--- src/rtl/ea_pkg.sv ---
package ea_pkg;
  localparam int EA_CNT_W = 2;

  typedef enum logic [3:0] {
    M_IMM  = 4'd0,
    M_DIR  = 4'd1,
    M_ABS  = 4'd2,
    M_ABSL = 4'd3,
    M_DIY  = 4'd4,
    M_DIYL = 4'd5,
    M_DXI  = 4'd6,
    M_DPX  = 4'd7,
    M_DPY  = 4'd8,
    M_ABX  = 4'd9,
    M_ABY  = 4'd10,
    M_ALX  = 4'd11
  } ea_mode_e;

  typedef enum logic {S_IDLE, S_FETCH} ea_state_e;
endpackage

--- src/rtl/ea_form.sv ---
module ea_form import ea_pkg::*; #(
  parameter int ADDR_W = 24,
  parameter int WORD_W = 16
) (
  input  logic [3:0]               mode,
  input  logic [ADDR_W-1:0]        opnd,
  input  logic [WORD_W-1:0]        dp,
  input  logic [ADDR_W-WORD_W-1:0] dbr,
  input  logic [ADDR_W-WORD_W-1:0] pbr,
  input  logic [WORD_W-1:0]        pc,
  input  logic [WORD_W-1:0]        xr,
  input  logic [WORD_W-1:0]        yr,
  input  logic [ADDR_W-1:0]        ptr,
  output logic [ADDR_W-1:0]        ea,
  output logic [WORD_W-1:0]        base,
  output logic [EA_CNT_W-1:0]      nbytes
);
  localparam int BANK_W = ADDR_W - WORD_W;

  logic [WORD_W-1:0] dpsum;
  logic [ADDR_W-1:0] absd;
  logic [ADDR_W-1:0] xw, yw;

  assign dpsum = dp + WORD_W'(opnd[7:0]);
  assign absd  = {dbr, opnd[WORD_W-1:0]};
  assign xw    = ADDR_W'(xr);
  assign yw    = ADDR_W'(yr);

  always_comb begin
    base   = dpsum;
    nbytes = '0;
    case (ea_mode_e'(mode))
      M_IMM:  ea = {pbr, pc};
      M_DIR:  ea = {BANK_W'(0), dpsum};
      M_ABS:  ea = absd;
      M_DIY:  begin ea = {dbr, ptr[WORD_W-1:0]} + yw; nbytes = 2'd2; end
      M_DIYL: begin ea = ptr + yw; nbytes = 2'd3; end
      M_DXI:  begin ea = {dbr, ptr[WORD_W-1:0]}; nbytes = 2'd2; base = dpsum + xr; end
      M_DPX:  ea = {BANK_W'(0), WORD_W'(dpsum + xr)};
      M_DPY:  ea = {BANK_W'(0), WORD_W'(dpsum + yr)};
      M_ABX:  ea = absd + xw;
      M_ABY:  ea = absd + yw;
      M_ALX:  ea = opnd + xw;
      default: ea = opnd;
    endcase
  end
endmodule

--- src/rtl/ea_fetch.sv ---
module ea_fetch import ea_pkg::*; #(
  parameter int ADDR_W = 24,
  parameter int WORD_W = 16
) (
  input  logic                clk,
  input  logic                rst,
  input  logic                go,
  input  logic [WORD_W-1:0]   base,
  input  logic [EA_CNT_W-1:0] nbytes,
  output logic                mem_req,
  output logic [ADDR_W-1:0]   mem_addr,
  input  logic [7:0]          mem_rdata,
  input  logic                mem_valid,
  output logic [ADDR_W-1:0]   ptr_next,
  output logic                fin,
  output logic                busy
);
  localparam int BANK_W    = ADDR_W - WORD_W;
  localparam int PTR_BYTES = ADDR_W / 8;

  ea_state_e           st;
  logic [EA_CNT_W-1:0] cnt, last;
  logic [WORD_W-1:0]   base_r;
  logic [ADDR_W-1:0]   ptr;
  logic                take;

  assign busy     = (st == S_FETCH);
  assign mem_req  = busy;
  assign mem_addr = {BANK_W'(0), WORD_W'(base_r + WORD_W'(cnt))};
  assign take     = busy && mem_valid;
  assign fin      = take && (cnt == last);

  always_comb begin
    ptr_next = ptr;
    for (int i = 0; i < PTR_BYTES; i++)
      if (take && cnt == EA_CNT_W'(i)) ptr_next[i*8 +: 8] = mem_rdata;
  end

  always_ff @(posedge clk) begin
    if (rst) begin
      st     <= S_IDLE;
      cnt    <= '0;
      last   <= '0;
      base_r <= '0;
      ptr    <= '0;
    end else if (!busy) begin
      if (go) begin
        st     <= S_FETCH;
        cnt    <= '0;
        last   <= nbytes - 2'd1;
        base_r <= base;
        ptr    <= '0;
      end
    end else if (take) begin
      ptr <= ptr_next;
      cnt <= cnt + 2'd1;
      if (fin) st <= S_IDLE;
    end
  end

  // a pending read keeps its request and address until accepted
  p_addr_hold_r7: assert property (@(posedge clk) disable iff (rst)
    (mem_req && !mem_valid) |=> (mem_req && $stable(mem_addr)));
endmodule

--- src/rtl/ea_unit.sv ---
module ea_unit import ea_pkg::*; #(
  parameter int ADDR_W = 24,
  parameter int WORD_W = 16,
  localparam int BANK_W = ADDR_W - WORD_W
) (
  input  logic              clk,
  input  logic              rst,
  input  logic              start,
  input  logic [3:0]        mode,
  input  logic [ADDR_W-1:0] opnd,
  input  logic [WORD_W-1:0] dp,
  input  logic [BANK_W-1:0] dbr,
  input  logic [BANK_W-1:0] pbr,
  input  logic [WORD_W-1:0] pc,
  input  logic [WORD_W-1:0] xr,
  input  logic [WORD_W-1:0] yr,
  output logic              mem_req,
  output logic [ADDR_W-1:0] mem_addr,
  input  logic [7:0]        mem_rdata,
  input  logic              mem_valid,
  output logic [ADDR_W-1:0] ea,
  output logic              done,
  output logic              busy
);
  logic [3:0]          mode_r, f_mode;
  logic [BANK_W-1:0]   dbr_r, f_dbr;
  logic [WORD_W-1:0]   yr_r, f_yr;
  logic [ADDR_W-1:0]   ptr_next, f_ea;
  logic [WORD_W-1:0]   f_base;
  logic [EA_CNT_W-1:0] f_nbytes;
  logic                fin, accept, indirect;

  assign f_mode   = busy ? mode_r : mode;
  assign f_dbr    = busy ? dbr_r  : dbr;
  assign f_yr     = busy ? yr_r   : yr;
  assign accept   = start && !busy;
  assign indirect = (f_nbytes != '0);

  ea_form #(.ADDR_W(ADDR_W), .WORD_W(WORD_W)) u_form (
    .mode(f_mode), .opnd(opnd), .dp(dp), .dbr(f_dbr), .pbr(pbr), .pc(pc),
    .xr(xr), .yr(f_yr), .ptr(ptr_next), .ea(f_ea), .base(f_base),
    .nbytes(f_nbytes)
  );

  ea_fetch #(.ADDR_W(ADDR_W), .WORD_W(WORD_W)) u_fetch (
    .clk(clk), .rst(rst), .go(accept && indirect), .base(f_base),
    .nbytes(f_nbytes), .mem_req(mem_req), .mem_addr(mem_addr),
    .mem_rdata(mem_rdata), .mem_valid(mem_valid), .ptr_next(ptr_next),
    .fin(fin), .busy(busy)
  );

  always_ff @(posedge clk) begin
    if (rst) begin
      ea     <= '0;
      done   <= 1'b0;
      mode_r <= '0;
      dbr_r  <= '0;
      yr_r   <= '0;
    end else begin
      done <= 1'b0;
      if (accept) begin
        mode_r <= mode;
        dbr_r  <= dbr;
        yr_r   <= yr;
        if (!indirect) begin
          ea   <= f_ea;
          done <= 1'b1;
        end
      end else if (fin) begin
        ea   <= f_ea;
        done <= 1'b1;
      end
    end
  end

  // modes without a pointer answer on the next cycle
  p_simple_done_r2: assert property (@(posedge clk) disable iff (rst)
    (start && !busy && !indirect) |=> done);
  // the last pointer byte yields done with busy released
  p_fin_done_r11: assert property (@(posedge clk) disable iff (rst)
    fin |=> (done && !busy));
  // no result is reported while a fetch is still running
  p_busy_no_done_r11: assert property (@(posedge clk) disable iff (rst)
    busy |-> !done);
  // no read request is made outside a fetch
  p_idle_noreq_r7: assert property (@(posedge clk) disable iff (rst)
    !busy |-> !mem_req);
endmodule

--- config.mk ---
export PLATFORM = sky130hd
export DESIGN_NAME = ea_unit
export DESIGN_NICKNAME = d
export VERILOG_FILES = /design/src/rtl/ea_pkg.sv /design/src/rtl/ea_form.sv /design/src/rtl/ea_fetch.sv /design/src/rtl/ea_unit.sv
export SDC_FILE = /design/constraint.sdc
export NUM_CORES = 1
export LEC_CHECK = 0
export ABC_AREA = 0
export BUFFER_PORTS_ARGS = -buffer_cell sky130_fd_sc_hd__buf_4
export CORE_MARGIN = 1.5
export CORE_UTILIZATION = 53
export CTS_BUF_LIST = sky130_fd_sc_hd__clkbuf_16
export DETAILED_ROUTE_END_ITERATION = 10
export GPL_ROUTABILITY_DRIVEN = 0
export PLACE_DENSITY = 0.79
export SLEW_MARGIN = 10
export SYNTH_ARGS = -nofsm -noshare
export SYNTH_HDL_FRONTEND = slang
export SYNTH_SLANG_ARGS = --single-unit
--- constraint.sdc ---
create_clock -name clk -period 5.38 [get_ports clk]
set_clock_uncertainty 0.05 [all_clocks]
set_input_delay 1.345 -clock clk [delete_from_list [all_inputs] [get_ports clk]]
set_output_delay 1.345 -clock clk [all_outputs]
set_load 0.02 [all_outputs]
---- Word level (Yosys, flattened, before mapping) ----
Index checks and enable logic that the tools add are counted.
word-level totals
  word-level logic and storage cells ...... 79
  input bits .............................. 120
  output and inout bits ................... 51
  register bits ........................... 98
cells by class
  reduce and logical (&&, ||, !) cells .... 17
  muxes and demuxes ....................... 25
  bitwise logic cells ..................... 1
  add/subtract/negate cells ............... 11
  equal/unequal tests ..................... 15
operators with widths
  kind                                                             number
  24-bit one-hot mux with 11 select lines                          1
  24-bit 2-to-1 mux                                                6
  24-bit by 16-bit adder with 24-bit output                        5
  16-bit adder                                                     2
  16-bit 2-to-1 mux                                                2
  8-bit 2-to-1 mux                                                 4
  16-bit by 2-bit adder with 16-bit output                         1
  16-bit by 8-bit adder with 16-bit output                         1
  4-bit by 3-bit == test with 1-bit output, second input constant  4
  4-bit == test, second input constant                             4
  1-bit logical AND                                                7
  1-bit 2-to-1 mux                                                 7
  2-bit 2-to-1 mux                                                 3
  2-bit AND reduction                                              3
  2-bit nonzero test                                               3
  4-bit by 1-bit == test with 1-bit output, second input constant  1
  4-bit by 2-bit == test with 1-bit output, second input constant  1
  4-bit logical NOT                                                1
  4-bit 2-to-1 mux                                                 1
  2-bit inequality test, second input constant                     2
  2-bit one-hot mux with 2 select lines                            1
  2-bit by 1-bit adder with 2-bit output, second input constant    1
  2-bit by 1-bit == test with 1-bit output, second input constant  1
  2-bit == test                                                    1
  6 further kinds                                                  6

---- Longest topological paths before layout ----
  depth after elaboration ................. 8
  mapped depth ............................ 19
  depth with buffers taken out ............ 19

---- By module ----
From an unflattened synthesis, not the netlist that was laid out.
second synthesis, totals
  cell total of the unflattened synthesis .. 1,393
  area total of the unflattened synthesis .. 10,372.4 um^2
by module, submodules not included
  module    times used  area each (um^2)  sequential area each (um^2)  cells an instance
  ea_form   1           5,683.0           0.0                          820
  ea_unit   1           2,419.8           1,061.0                      262
  ea_fetch  1           2,269.7           900.9                        311

---- Least setup slack after synthesis ----
Ideal clock, no wire load.
  path type ............................... input to register
  start point ............................. input port opnd[0]
  end point ............................... register ea[14]
  setup slack ............................. 115 ps
  setup time .............................. 135 ps
  buffers on the path ..................... 0
  cell stages on the path ................. 18
  data required time ...................... 5,195 ps
  arrival ................................. 5,080 ps
  cells stage by stage .................... ha_1 -> fa_1 -> a21o_1 -> a21oi_1 -> o21ai_0 -> a31oi_1 -> xor2_1 -> inv_1 -> ha_1 -> and3_4 -> and3_2 -> o211ai_1 -> nand3_1 -> o41ai_1 -> o21ai_0 -> mux2i_1 -> o31ai_1 -> o311ai_1
between the ends
  word-level cells in the longest chain between the ends .. 5
  elaborated cells between the ends (all ways) .. 10
  those cells by class .................... add/sub: 6; mux: 4
ends and longest elaborated chain
  what                                         RTL line                      source
  from (decl)                                  ea_unit.sv:10                 input logic [ADDR_W-1:0] opnd,
  16-bit by 8-bit adder with 16-bit output     ea_form.sv:24                 assign dpsum = dp + WORD_W'(opnd[7:0]);
  16-bit adder, on equally long branches       ea_form.sv:40, ea_form.sv:39
  24-bit one-hot mux with 11 select lines *    ea_form.sv:32                 case (ea_mode_e'(mode))
  24-bit 2-to-1 mux, on equally long branches  ea_unit.sv:69, ea_unit.sv:65
  24-bit 2-to-1 mux *                          ea_unit.sv:61                 if (accept) begin
  to (signal assigned)                         ea_unit.sv:54                 ea <= '0;
  to (signal assigned)                         ea_unit.sv:66                 ea <= f_ea;
  to (signal assigned)                         ea_unit.sv:70                 ea <= f_ea;
  to (decl)                                    ea_unit.sv:21                 output logic [ADDR_W-1:0] ea,
Mark *: on every way between the ends. The rest lies on a longest branch, timed or not. The select of a mux whose other input is x is not followed.
A chain may end at the register's enable or synchronous reset.

---- Worst setup path after layout ----
  start point ............................. input port opnd[0]
  end point ............................... register ea[15]
The elaborated chain is that of the path after synthesis.

==> metrics.md <==
| Metric | Value |
|---|---|
| # rows | 49 |
| Fmax | 194 MHz |
| Worst r2r path cells | 16 |
| Detailed placement HPWL | approximately 27000 um |
| Ys Warns | 0 |
| CP top delay family | compound AO/OA/AOI/OAI gates |
| Synth Cell Area | ~9700 um2 |
| Antenna Cells | 0 |
| Final worst-path cycle share | 0.960 |
| Util after Layout | 0.645 |
| Setup-failing EPs final | 0 |
| Post-synth top flop | dfxtp_1 |
| Critical Path RT | 5.57 ns |
| Crit. End Element | flip-flop |
| Worst r2r src | u_fetch.busy |
| Cell depth of the worst setup path | 20 |
| Port bufs | 162 |
| Die Ht | between 100 and 150 um |
| Vias in the first global route | 9964 |
| Comb pwr share | 0.441 |
| Sequential Power Share | 0.290 |
| Critical path origin | opnd[0] |
| HP Class | reg -> reg |
| Pre-CTS WS | -0.230 ns |
| Antenna Nets Post-Route | 0 |
| Via density per instance | 6.52 |
| CTS tree | yes |
| Worst-Margin Slew | roughly 1.2 ns |
| Worst Path Max Fanout | 3 |
| MaxCap Viol Count | 0 |
| Commonest cells after routing, fill and taps aside | 209 x buf_4, 189 x nand2_1, 120 x a21oi_1 |
| Synthesized area per cell | approximately 7.6 um2 |
| Leak | around 0.0048 uW |
| Switching Share | 0.392 |
| Area added between synthesis and finish | 19.3% |
| R2R Path End | ea[17] |
| Antenna violations before repair | 0 |
| Drt pass-1 iters | 7 |
| Slew Limit Headroom | 0.210 |
| Reg-to-reg slack, setup | between 0.7 and 0.8 ns |
| Die Wd | between 100 and 150 um |
| Final net count | 1645 |
| Crit path kind | in -> reg |
| FF+latch count, synth | 98 |
| First-pass GRT wire length | between 50000 and 60000 um |
| Crit path time final | about 5.2 ns |
| Hold Vio Cnt, Final | 0 |
| Clock root buffer | clkbuf_16 |
| Most common cell after layout, fill and taps aside | buf_4 |
| Sw Pwr | around 1100 uW |
| Number of buffers created by CTS | 9 |
| GRT Overall Usage | 0.354 |
| Core region area | ~18000 um2 |
| Max stage delay on crit path | about 0.40 ns |
| Post-synth ARST share | 0 |
| Unrepaired setup endpoints after global routing | no |
| 1st-iter DRT viols | ~1600 |
| Via count | 10900 |
| Worst Path Buf+Inv | 3 |
| WL final | 35200 um |
| Number of synthesized flops with an enable pin | 0 |
| Post-synthesis sequential area ratio | 0.202 |
| Initial core utilization | 0.541 |
| GR Overflow Total | 0 |
| Min-delay src | yr_r[13] |
| Maximum clock insertion buffer count | 2 |
| Worst-path clk slew | ~0.080 ns |
| Layout cells sized above 1 | 0.196 |
| DR WL/cell | between 20 and 25 um |
| Status | finished, final reports clean |
| Die ar. | roughly 19000 um2 |
| DRC | 0 |
| Final worst slack | around 0.22 ns |
| Critical-path top delay cell | fa_1 |
| Crit path capture | ea[15] |
| WP data arrival | roughly 5.4 ns |
| Unique masters post-synth | 84 |
| Clock sink count | 98 |
| Clock Latency Late Sink | 0.36 ns |
| Cell count after synthesis | ~1300 |
| Total negative slack | 0 ns |
| Chain of cells forming the critical path | buf_4, ha_1, fa_1, a21o_1, a21oi_4, o21ai_1, a31oi_1, xor2_1, inv_1, buf_4, ha_1, a21oi_1, a21oi_1, a211oi_1, o21ai_1, o31a_1, a31oi_1, xnor2_1, a21oi_1, o21ai_1 |
| Clock network fraction of design power | 0.268 |
| H-Tree Depth | 3 |
| Kind of start point of the critical path | input pin |
| IO Pins | roughly 170 |
| Max rail drop VDD | about 0.00018 V |
| Fin. max-slew vios | 0 |
| Internal power | between 1500 and 2000 uW |
| Pin count of the biggest net entering global routing | 89 |
| P per Cell Area | approximately 240 nW/um2 |
-- cell type report --
class	count	area [um2]
inverter	22	82.6
clock inverter	7	97.6
timing repair buffer	209	1570
clock buffer	9	225
multi-input combinational	1102	7370
fill	1607	6370
sequential	98	1960
tap	229	287
-- cell usage after synthesis, types with 4 or more instances --
cell type	number	area, um2
inv_1	22	82.6
mux2_2	21	236
xor2_1	47	412
o21ai_0	64	320
a21oi_1	121	606
o211ai_1	17	128
fa_1	6	120
ha_1	77	963
or3_1	4	25.0
nand2_1	189	709
a221o_1	4	40.0
buf_2	16	80.1
or2_2	7	43.8
a311oi_1	14	123
and2_1	5	31.3
nand2b_1	10	62.6
a221oi_1	25	219
a31oi_2	4	50.1
nor3_1	21	105
nand4_1	5	31.3
and3_1	15	93.8
o21a_1	12	90.1
o21ai_1	10	50.1
a211oi_1	22	165
a31oi_1	16	100
o21bai_1	9	67.6
clkbuf_1	31	116
o22ai_1	8	50.1
buf_4	14	105
nor3b_1	6	45.0
xnor2_1	57	499
a21o_1	24	180
a22oi_1	23	173
dfxtp_1	98	1960
nor2b_1	13	81.3
mux2i_1	28	280
nand3_1	33	165
nor2_1	119	447
-- sequential cells by signal, summed over array words and instances, names as in the netlist --
register,cells
dbr_r,8
done,1
ea,24
mode_r,4
u_fetch.base_r,16
u_fetch.busy,1
u_fetch.cnt,2
u_fetch.last,2
u_fetch.ptr,24
yr_r,16
-- worst reg2reg max path: stages (launching register included) --
cell	delay (ns)
dfxtp_2	0.69
nor3b_1	0.13
or2_2	0.35
nand2_1	0.18
buf_4	0.29
nor2_1	0.07
a21oi_1	0.22
ha_1	0.37
and3_1	0.23
a221oi_2	0.28
o21ai_0	0.11
a21oi_1	0.32
o21ai_1	0.25
nor2b_1	0.20
o311ai_1	0.46
a21oi_1	0.10
nor4_1	0.27
-- through the flow --
stage	cell area, um2	total power, uW	instances	hold slack (ns)
final	11600	2770	1676	0.403
after global routing	11600	2890	1676	0.424
after CTS	11600	2720	1675	0.407
after detailed placement	11200	1990	1659	0.396
after global placement	11200	1970	1659	0.388
after floorplan	9740	1590	1290	0.383
-- power groups by stage --
stage               clock [uW]  combinational, uW  sequential (uW)
finish                     745               1220              805
global route               773               1310              810
CTS                        739               1180              804
detailed placement           0               1170              821
global placement             0               1150              819
floorplan                    0                757              832
-- metal layers --
layer / global-route usage / vias to the layer above / routed length (um)
met2: 0.539 / 733 / 15200
met5: 0 / - / 0
met3: 0.0686 / 140 / 4030
met1: 0.486 / 5069 / 14200
met4: 0.157 / 0 / 1730
li1: - / 4992 / -
-- kinds of logic (layout without fill, tap and decap cells) --
family                   count (synthesis)  in the layout  share of synthesized area
flip-flops                              98             98                      0.202
buffers and inverters                   90            247                     0.0447
multiplexers                            49             49                     0.0532
AO/OA/AOI/OAI                          416            416                      0.290
adder cells (fa/ha/maj)                 83             83                      0.112
AND/OR/NAND/NOR                        442            442                      0.205
XOR/XNOR                               104            104                     0.0938
other                                    1              8                   0.000386
-- worst min path at each step --
stage | to | depth (start not counted)
finish | yr_r[13] | 2
CTS | yr_r[15] | 2
global placement | yr_r[3] | 2
global route | yr_r[6] | 2
detailed placement | ea[21] | 2
floorplan | yr_r[0] | 2
-- repair_timing --
item / in CTS / in global routing
gates resized for setup: 0 / 4
hold buffers: 0 / 0
endpoints found under the setup margin: 0 / 12
setup buffers: 0 / 1
Note: power is estimated with default switching activity, not from simulation.
